$ cat src/rtl/mdds_pkg.sv
package mdds_pkg;
    localparam int PHASE_W = 16;
    localparam int AMP_W   = 16;

    typedef struct packed {
        logic [7:0] stretch;
        logic       sync;
        logic       phased;
        logic       blank;
        logic       vld1;
        logic       vld2;
    } sync_state_t;
endpackage

$ cat src/rtl/mdds_sync_ctrl.sv
module mdds_sync_ctrl #(
    parameter int LANES = 4
) (
    input  logic clk,
    input  logic rst_n,
    input  logic sync_in,
    input  logic valid_in,
    output logic fall_o,
    output logic run_o,
    output logic blank_o,
    output logic valid_o
);
    import mdds_pkg::*;

    localparam logic [7:0] STRETCH_LOAD = 8'(LANES - 1);

    sync_state_t st_d, st_q;
    logic        sync_eff;
    logic        fall;

    always_comb begin
        st_d     = st_q;
        sync_eff = sync_in || (st_q.stretch != 8'd0);
        fall     = st_q.sync && !sync_eff;

        if (sync_in) begin
            st_d.stretch = STRETCH_LOAD;
        end else if (st_q.stretch != 8'd0) begin
            st_d.stretch = st_q.stretch - 8'd1;
        end

        st_d.sync   = sync_eff;
        st_d.phased = st_q.phased || fall;
        st_d.blank  = sync_eff || !(st_q.phased || fall);
        st_d.vld1   = valid_in && !st_d.blank;
        st_d.vld2   = st_q.vld1;
    end

    always_ff @(posedge clk or negedge rst_n) begin
        if (!rst_n) begin
            st_q <= '{stretch: 8'd0, sync: 1'b0, phased: 1'b0,
                      blank: 1'b1, vld1: 1'b0, vld2: 1'b0};
        end else begin
            st_q <= st_d;
        end
    end

    assign fall_o  = fall;
    assign run_o   = !sync_eff && st_q.phased && !fall;
    assign blank_o = st_q.blank;
    assign valid_o = st_q.vld2;
endmodule

$ cat src/rtl/mdds_phase.sv
module mdds_phase #(
    parameter int LANES = 4,
    parameter int PW    = 16
) (
    input  logic                    clk,
    input  logic                    rst_n,
    input  logic                    fall_i,
    input  logic                    run_i,
    input  logic [PW-1:0]           freq_word,
    input  logic [PW-1:0]           init_phase,
    output logic [LANES-1:0][PW-1:0] phase_o
);
    localparam logic [PW-1:0] LANE_MUL = PW'(LANES);

    logic [PW-1:0] step;
    assign step = PW'(freq_word * LANE_MUL);

    for (genvar k = 0; k < LANES; k++) begin : g_lane
        localparam logic [PW-1:0] LANE_IDX = PW'(k);
        logic [PW-1:0] acc_d, acc_q;

        always_comb begin
            acc_d = acc_q;
            if (fall_i) begin
                acc_d = PW'(init_phase + freq_word * LANE_IDX);
            end else if (run_i) begin
                acc_d = acc_q + step;
            end
        end

        always_ff @(posedge clk or negedge rst_n) begin
            if (!rst_n) begin
                acc_q <= '0;
            end else begin
                acc_q <= acc_d;
            end
        end

        assign phase_o[k] = acc_q;
    end
endmodule

$ cat src/rtl/mdds_amp.sv
module mdds_amp #(
    parameter int PW = 16,
    parameter int AW = 8,
    parameter int DW = 16
) (
    input  logic [PW-1:0]        phase_i,
    output logic signed [DW-1:0] amp_o
);
    localparam int HALF  = 2 ** (AW - 1);
    localparam int PEAK  = HALF * HALF / 4;
    localparam int SCALE = (2 ** (DW - 1) - 1) / PEAK;

    logic [AW-1:0]   idx;
    logic [AW-2:0]   x;
    logic [31:0]     mag;
    logic [31:0]     rest;

    always_comb begin
        idx  = phase_i[PW-1 -: AW];
        x    = idx[AW-2:0];
        rest = 32'(HALF) - 32'(x);
        mag  = 32'(x) * rest * 32'(SCALE);
        if (idx[AW-1]) begin
            amp_o = -DW'(mag);
        end else begin
            amp_o = DW'(mag);
        end
    end
endmodule

$ cat src/rtl/mdds_top.sv
module mdds_top #(
    parameter int LANES = 4,
    parameter int PW    = 16,
    parameter int AW    = 8,
    parameter int DW    = 16
) (
    input  logic                clk,
    input  logic                rst_n,
    input  logic [PW-1:0]       freq_word,
    input  logic [PW-1:0]       init_phase,
    input  logic                sync_in,
    input  logic                valid_in,
    output logic [LANES*DW-1:0] samples_o,
    output logic                valid_o
);
    logic                     fall_w;
    logic                     run_w;
    logic                     blank_w;
    logic [LANES-1:0][PW-1:0] phase_w;
    logic [LANES*DW-1:0]      amp_w;
    logic [LANES*DW-1:0]      smp_d, smp_q;

    mdds_sync_ctrl #(.LANES(LANES)) u_ctrl (
        .clk      (clk),
        .rst_n    (rst_n),
        .sync_in  (sync_in),
        .valid_in (valid_in),
        .fall_o   (fall_w),
        .run_o    (run_w),
        .blank_o  (blank_w),
        .valid_o  (valid_o)
    );

    mdds_phase #(.LANES(LANES), .PW(PW)) u_phase (
        .clk        (clk),
        .rst_n      (rst_n),
        .fall_i     (fall_w),
        .run_i      (run_w),
        .freq_word  (freq_word),
        .init_phase (init_phase),
        .phase_o    (phase_w)
    );

    for (genvar k = 0; k < LANES; k++) begin : g_amp
        logic signed [DW-1:0] a;
        mdds_amp #(.PW(PW), .AW(AW), .DW(DW)) u_amp (
            .phase_i (phase_w[k]),
            .amp_o   (a)
        );
        assign amp_w[k*DW +: DW] = a;
    end

    always_comb begin
        smp_d = blank_w ? '0 : amp_w;
    end

    always_ff @(posedge clk or negedge rst_n) begin
        if (!rst_n) begin
            smp_q <= '0;
        end else begin
            smp_q <= smp_d;
        end
    end

    assign samples_o = smp_q;
endmodule

$ cat config.mk
export PLATFORM = sky130hd
export DESIGN_NAME = mdds_top
export DESIGN_NICKNAME = d
export VERILOG_FILES = /design/src/rtl/mdds_pkg.sv /design/src/rtl/mdds_sync_ctrl.sv /design/src/rtl/mdds_phase.sv /design/src/rtl/mdds_amp.sv /design/src/rtl/mdds_top.sv
export SDC_FILE = /design/constraint.sdc
export NUM_CORES = 1
export LEC_CHECK = 0
export ABC_CLOCK_PERIOD_IN_PS = 17200
export BUFFER_PORTS_ARGS = -buffer_cell sky130_fd_sc_hd__buf_4
export CORE_ASPECT_RATIO = 1.4
export CORE_MARGIN = 2
export CORE_UTILIZATION = 35
export DETAILED_ROUTE_END_ITERATION = 10
export SETUP_SLACK_MARGIN = 0.15
export SLEW_MARGIN = 20
export SYNTH_ARGS = -nofsm -noshare
export SYNTH_HDL_FRONTEND = slang
export SYNTH_SLANG_ARGS = --single-unit
$ cat constraint.sdc
create_clock -name clk -period 17.2 [get_ports clk]
set_input_delay 0.86 -clock clk [delete_from_list [all_inputs] [get_ports clk]]
set_output_delay 0.86 -clock clk [all_outputs]
set_load 0.005 [all_outputs]
==> results of run 1 <==
-- final cells by class --
class / instances / area share [%]
clock buffers: 21 / 1.92
repair buffers: 107 / 3.37
multi-input cells: 2061 / 72.1
well taps: 817 / 4.26
clock inverters: 11 / 0.490
inverters: 255 / 3.99
flip-flops and latches: 133 / 13.9
-- layer usage --
layer,part of all wire [%],global-route usage [%],wire length [µm],up-vias
li1,-,-,-,8679
met1,41,19.3,21500,8567
met2,53,31.0,27500,277
met3,3.6,3.23,1870,79
met4,2.5,5.79,1330,2
met5,0.025,0,13,-
-- logic make-up after synthesis --
family          after synthesis  share of synthesized area (%)
compound gates              529                           15.9
xor+xnor                    237                           9.87
fa+ha+maj                   519                           35.9
buf+inv                     313                           5.42
flops                       133                           15.4
mux                          10                          0.474
other cells                   2                         0.0347
simple gates                734                           17.0
-- worst max-delay path by stage --
stage,cells past startpoint,slack [ns],from,to
6_report,30,7.94,u_phase.g_lane[3].acc_q[8]$_DFFE_PN0P_,samples_o[63]$_DFF_PN0_
5_1_grt,32,7.14,u_phase.g_lane[2].acc_q[8]$_DFFE_PN0P_,samples_o[47]$_DFF_PN0_
4_1_cts,32,7.94,u_phase.g_lane[2].acc_q[8]$_DFFE_PN0P_,samples_o[47]$_DFF_PN0_
3_5_place_dp,30,7.98,u_phase.g_lane[3].acc_q[8]$_DFFE_PN0P_,samples_o[63]$_DFF_PN0_
3_3_place_gp,31,8.18,u_phase.g_lane[3].acc_q[8]$_DFFE_PN0P_,samples_o[63]$_DFF_PN0_
2_1_floorplan,31,8.82,u_phase.g_lane[2].acc_q[8]$_DFFE_PN0P_,samples_o[47]$_DFF_PN0_
-- sequential cells by signal, summed over array words and instances, names as in the netlist --
register              cells
samples_o                64
u_ctrl.blank_o            1
u_ctrl.st_d               1
u_ctrl.st_q              10
u_ctrl.valid_o            1
u_phase.g_lane.acc_q     56
-- Yosys cell counts (all sizes together) (15+ instances only) --
cell    number  share of area, %
ha         348                20
nor2       201               3.5
a21o        53               1.8
xnor2      131               5.3
fa         171                16
o21bai      21              0.74
o21ai      103               2.4
a31oi       18              0.52
nor2b       89               2.6
dfrtp      132                15
clkbuf      53              0.92
xor2       102               4.2
nor3        50               1.2
nand2b      64               1.8
o21a        21              0.73
a211oi      32               1.1
and2        32              0.92
nand3       33              0.76
or3         31              0.92
o22ai       15              0.43
a21oi      158               3.7
inv        254               4.4
and3        23              0.66
nand2      145               2.5
-- through the flow --
stage | area, µm² | utilization, % | hold slack, ns | setup slack (ns)
after CTS | 24000 | 39.3 | 0.366 | 7.94
final | 24000 | 39.3 | 0.367 | 7.94
after global placement | 23400 | 38.3 | 0.346 | 8.18
after floorplan | 21800 | - | 0.331 | 8.82
after global routing | 24000 | 39.3 | 0.389 | 7.14
after detailed placement | 23400 | 38.3 | 0.340 | 7.98
==> run metrics, run 1 <==
HPWL Detailed 41800 µm; kind of critical path register to register; crit path DAT 9.61 ns; worst-skew pair later-pin latency 0.49 ns; Detailed Routing Iterations Pass 1 5; crit path launch type register; crit path max fanout 18; hold depth 0; CTS buffer count 17; fill count 6204; initial core utilization 35.5%; Yosys warning total 0; synthesized area roughly 22000 µm²; Post-synth EDFFs 0; DRT antenna net count 0; Fin Setup TNS 0 ns; row count about 110; largest net degree at the start of global routing 80; vias in the first global route 18600; crit-path max cell delay 0.62 ns; Seq/Total Area, Yosys roughly 15%; Worst Hold Class register to register; Reg2Reg Depth 30; reg2reg setup slack 7.94 ns; GP Congestion 0.856; Post-route DRC 0; CTS Hold Bufs 0; post-synth cell types 83; DR WL/cell 15.3 µm; Mapped Cells 2477; Top-Level Pins 101; fin cells roughly 3400; CP Capture Type register; Layout Skew 0.0211 ns; CTS tree built; first-pass GRT wire length 88400 µm; Post-synth ARST share 100%; Endpoint, Worst Hold u_ctrl.valid_o$_DFF_PN0_; layout cell share with drive strength beyond 1 6.57%; WP buf/inv 5; Crit path max-delay family adder cells; hold_sp u_ctrl.st_d[0]$_DFF_PN0_; total global-route track usage around 17%; # port buffers 100; Hold Vio Cnt, Final 0; final worst-path cycle share 53.9%; crit path time final ~9 ns; Slew @ Worst Pin 1.03 ns; DR vias 17600; worst reg2reg endpoint samples_o[63]$_DFF_PN0_; DRT Wirelength 52200 µm; die area approximately 64000 µm²; Die H about 300 µm; Reg clk slew, reported paths 0.07 ns; Placed Cells between 3000 and 4000; most common cell after layout, fill and taps aside ha_1; f_max 108 MHz; core box area 61000 µm²; unrepaired setup endpoints after global routing no; drt initial violations 650; routed vias/inst 5.17; initial antenna violation count 1; total of max-cap violations 0; Final Setup Violations 0; area of the multi-input gates 17300 µm²; Syn Area/Cell 8.75 µm²; Crit-path slowest cell dfrtp_1; ys flop type dfrtp_1; Post-CTS Setup Bufs 0; CTS Sinks 133; grt ovf 0; H-Tree Level Count 4; diode count 0; Reg area 3330 µm²; Clock Tree Root clkbuf_16; net count reported at finish approximately 3100; width of the die 214 µm; # resized after CTS 0; P&R area growth vs syn 10.7%; post-synthesis register bit count 133; clk buf depth 2; outcome finished, final reports clean; fin. max-slew vios 0; r2r startpoint u_phase.g_lane[3].acc_q[8]$_DFFE_PN0P_; Critical Path RT 17.54 ns; most frequent cells in the layout 348 x ha_1, 254 x inv_1, 200 x nor2_1; Slew headroom roughly 31%
Power of run 1 is left out: the tool's default activity adds up to more than one toggle a clock period on the data nets, which glitch-free logic cannot reach.
==> inputs of run 2 (changes only) <==
ABC_CLOCK_PERIOD_IN_PS = 9600   (was 17200)
clock period = 9.6 ns   (was 17.2 ns; I/O delays follow)
==> run 2 against run 1 <==
Net effect: fmax up 4.2%; die area unchanged; register-to-register slack worse by 7.2 ns; cell area up 0.24%; critical path depth down 1; final cell count up 0.18%; routed wire length up 0.90%; first-iteration DRC count up 12%.
==> run metrics, run 2 (synthesis results as in run 1) <==
fill count 6200 (was 6204); worst reg2reg endpoint samples_o[47]$_DFF_PN0_ (was samples_o[63]$_DFF_PN0_); Slew headroom 26.2% (was 31.1%); Post-DP Area 23400 µm² (about the same); H-Tree Level Count 4 (unchanged); HPWL Detailed 41900 µm (was 41800 µm); Placed Cells 3378 (was 3373); outcome finished, final reports clean (unchanged); design area 24000 µm² (about the same); fin. max-slew vios 0 (unchanged); worst hold margin 0.00727 ns (was 0.367 ns); net count reported at finish 3135 (was 3130); most frequent cells in the layout 347 x ha_1, 254 x inv_1, 200 x nor2_1 (was 348 x ha_1, 254 x inv_1, 200 x nor2_1); DRT Wirelength 52700 µm (was 52200 µm); kind of critical path register to register (unchanged); routed vias/inst 5.18 (was 5.17); final worst-path cycle share 92.6% (was 53.9%); Layout Skew 0.0303 ns (was 0.0211 ns); initial core utilization 35.5% (unchanged); Reg clk slew, reported paths 0.08 ns (was 0.07 ns); drt initial violations 727 (was 650); Crit-path slowest cell or4b_1 (was dfrtp_1); Worst Hold Class input pin to async pin (was register to register); P&R area growth vs syn 10.9% (was 10.7%); Crit path top cell by count inv_1; worst-skew pair later-pin latency 0.50 ns (was 0.49 ns); Post-route DRC 0 (unchanged); grt ovf 0 (unchanged); crit path max fanout 9 (was 18); area of the multi-input gates 17300 µm² (about the same); core box area 61000 µm² (unchanged); largest net degree at the start of global routing 71 (was 80); CTS tree built (unchanged); reg2reg setup slack 0.71 ns (was 7.94 ns); fin cells 3411 (was 3405); CTS Sinks 133 (unchanged); Hold Vio Cnt, Final 0 (unchanged); Fin Setup TNS 0 ns (unchanged); row count 107 (unchanged); f_max 112 MHz (was 108 MHz); crit path DAT 9.24 ns (was 9.61 ns); vias in the first global route 18400 (was 18600); Reg2Reg Depth 29 (was 30); DR WL/cell 15.5 µm (was 15.3 µm); Slew @ Worst Pin 1.11 ns (was 1.03 ns); width of the die 214 µm (unchanged); GP Congestion 0.852 (was 0.856); DR vias 17700 (was 17600); crit path launch type register (unchanged); die area 63900 µm² (unchanged); CP Capture Type register (unchanged); CTS buffer count 17 (unchanged); total of max-cap violations 0 (unchanged); total global-route track usage 16.7% (was 16.8%); clk buf depth 2 (unchanged); unrepaired setup endpoints after global routing no (unchanged); DRT antenna net count 0 (unchanged); Die H 298 µm (unchanged); Top-Level Pins 101 (unchanged); r2r startpoint u_phase.g_lane[2].acc_q[9]$_DFFE_PN0P_ (was u_phase.g_lane[3].acc_q[8]$_DFFE_PN0P_); crit-path max cell delay 0.57 ns (was 0.62 ns); Reg area 3330 µm² (unchanged); Critical Path RT 9.95 ns (was 17.54 ns); Detailed Routing Iterations Pass 1 4 (was 5); layout cell share with drive strength beyond 1 6.90% (was 6.57%); Largest register FFs 64 (unchanged); initial antenna violation count 1 (unchanged); most common cell after layout, fill and taps aside ha_1 (unchanged); Final Setup Violations 0 (unchanged); Clock Tree Root clkbuf_16 (unchanged); crit path time final 8.89 ns (was 9.26 ns); # port buffers 100 (unchanged); first-pass GRT wire length 87800 µm (was 88400 µm)
[run 2: cell count changes in the layout (fill, tap and decap cells not counted), sizes merged]
cell / before / now
inv: 259 / 258
diode: 0 / 1
buf: 107 / 112
clkbuf: 21 / 20
clkinv: 4 / 6
[run 2: timing repair]
item,in CTS,in global routing
endpoints found under the setup margin,0,2
hold buffers,0,0
gates resized for setup,0,6
buffers inserted,0,0
[run 2: layout make-up]
cell class	count	area share (%)
multi-input combinational	2061	72.0
clock inverter	12	0.510
antenna	1	0.0104
inverter	255	3.98
timing repair buffer	112	3.51
sequential	133	13.9
clock buffer	20	1.86
tap	817	4.25
[run 2: worst max path at each step]
stage                              end  slack [ns]                                    from
2_1_floorplan  samples_o[47]$_DFF_PN0_        1.22  u_phase.g_lane[2].acc_q[8]$_DFFE_PN0P_
3_3_place_gp   samples_o[63]$_DFF_PN0_        0.85  u_phase.g_lane[3].acc_q[9]$_DFFE_PN0P_
3_5_place_dp   samples_o[47]$_DFF_PN0_        0.58  u_phase.g_lane[2].acc_q[9]$_DFFE_PN0P_
4_1_cts        samples_o[47]$_DFF_PN0_        0.56  u_phase.g_lane[2].acc_q[9]$_DFFE_PN0P_
5_1_grt        samples_o[47]$_DFF_PN0_        0.16  u_phase.g_lane[2].acc_q[9]$_DFFE_PN0P_
6_report       samples_o[47]$_DFF_PN0_        0.71  u_phase.g_lane[2].acc_q[9]$_DFFE_PN0P_
[run 2: per-layer routing]
| layer | global-route usage, % | share of wire [%] | up-vias | wire length [µm] |
|---|---|---|---|---|
| met5 | 0 | 0.025 | - | 13 |
| met4 | 5.69 | 1.9 | 2 | 1010 |
| met3 | 2.51 | 3.1 | 65 | 1630 |
| met2 | 31.0 | 52 | 283 | 27500 |
| met1 | 19.6 | 43 | 8642 | 22600 |
| li1 | - | - | 8673 | - |
[run 2: critical path: cells and delay by family (launching register included)]
family	cells	cell delay, ns
buf+inv	6	0.68
flops	1	0.47
compound gates	4	1.11
simple gates	6	1.40
fa+ha+maj	9	3.97
xor+xnor	4	1.07
[run 2: stage by stage]
step                utilization [%]  setup WS (ns)
floorplan                         -           1.22
global placement               38.4          0.849
detailed placement             38.4          0.579
CTS                            39.3          0.564
global route                   39.4          0.160
finish                         39.4          0.709
Power of run 2 is left out for the same reason.
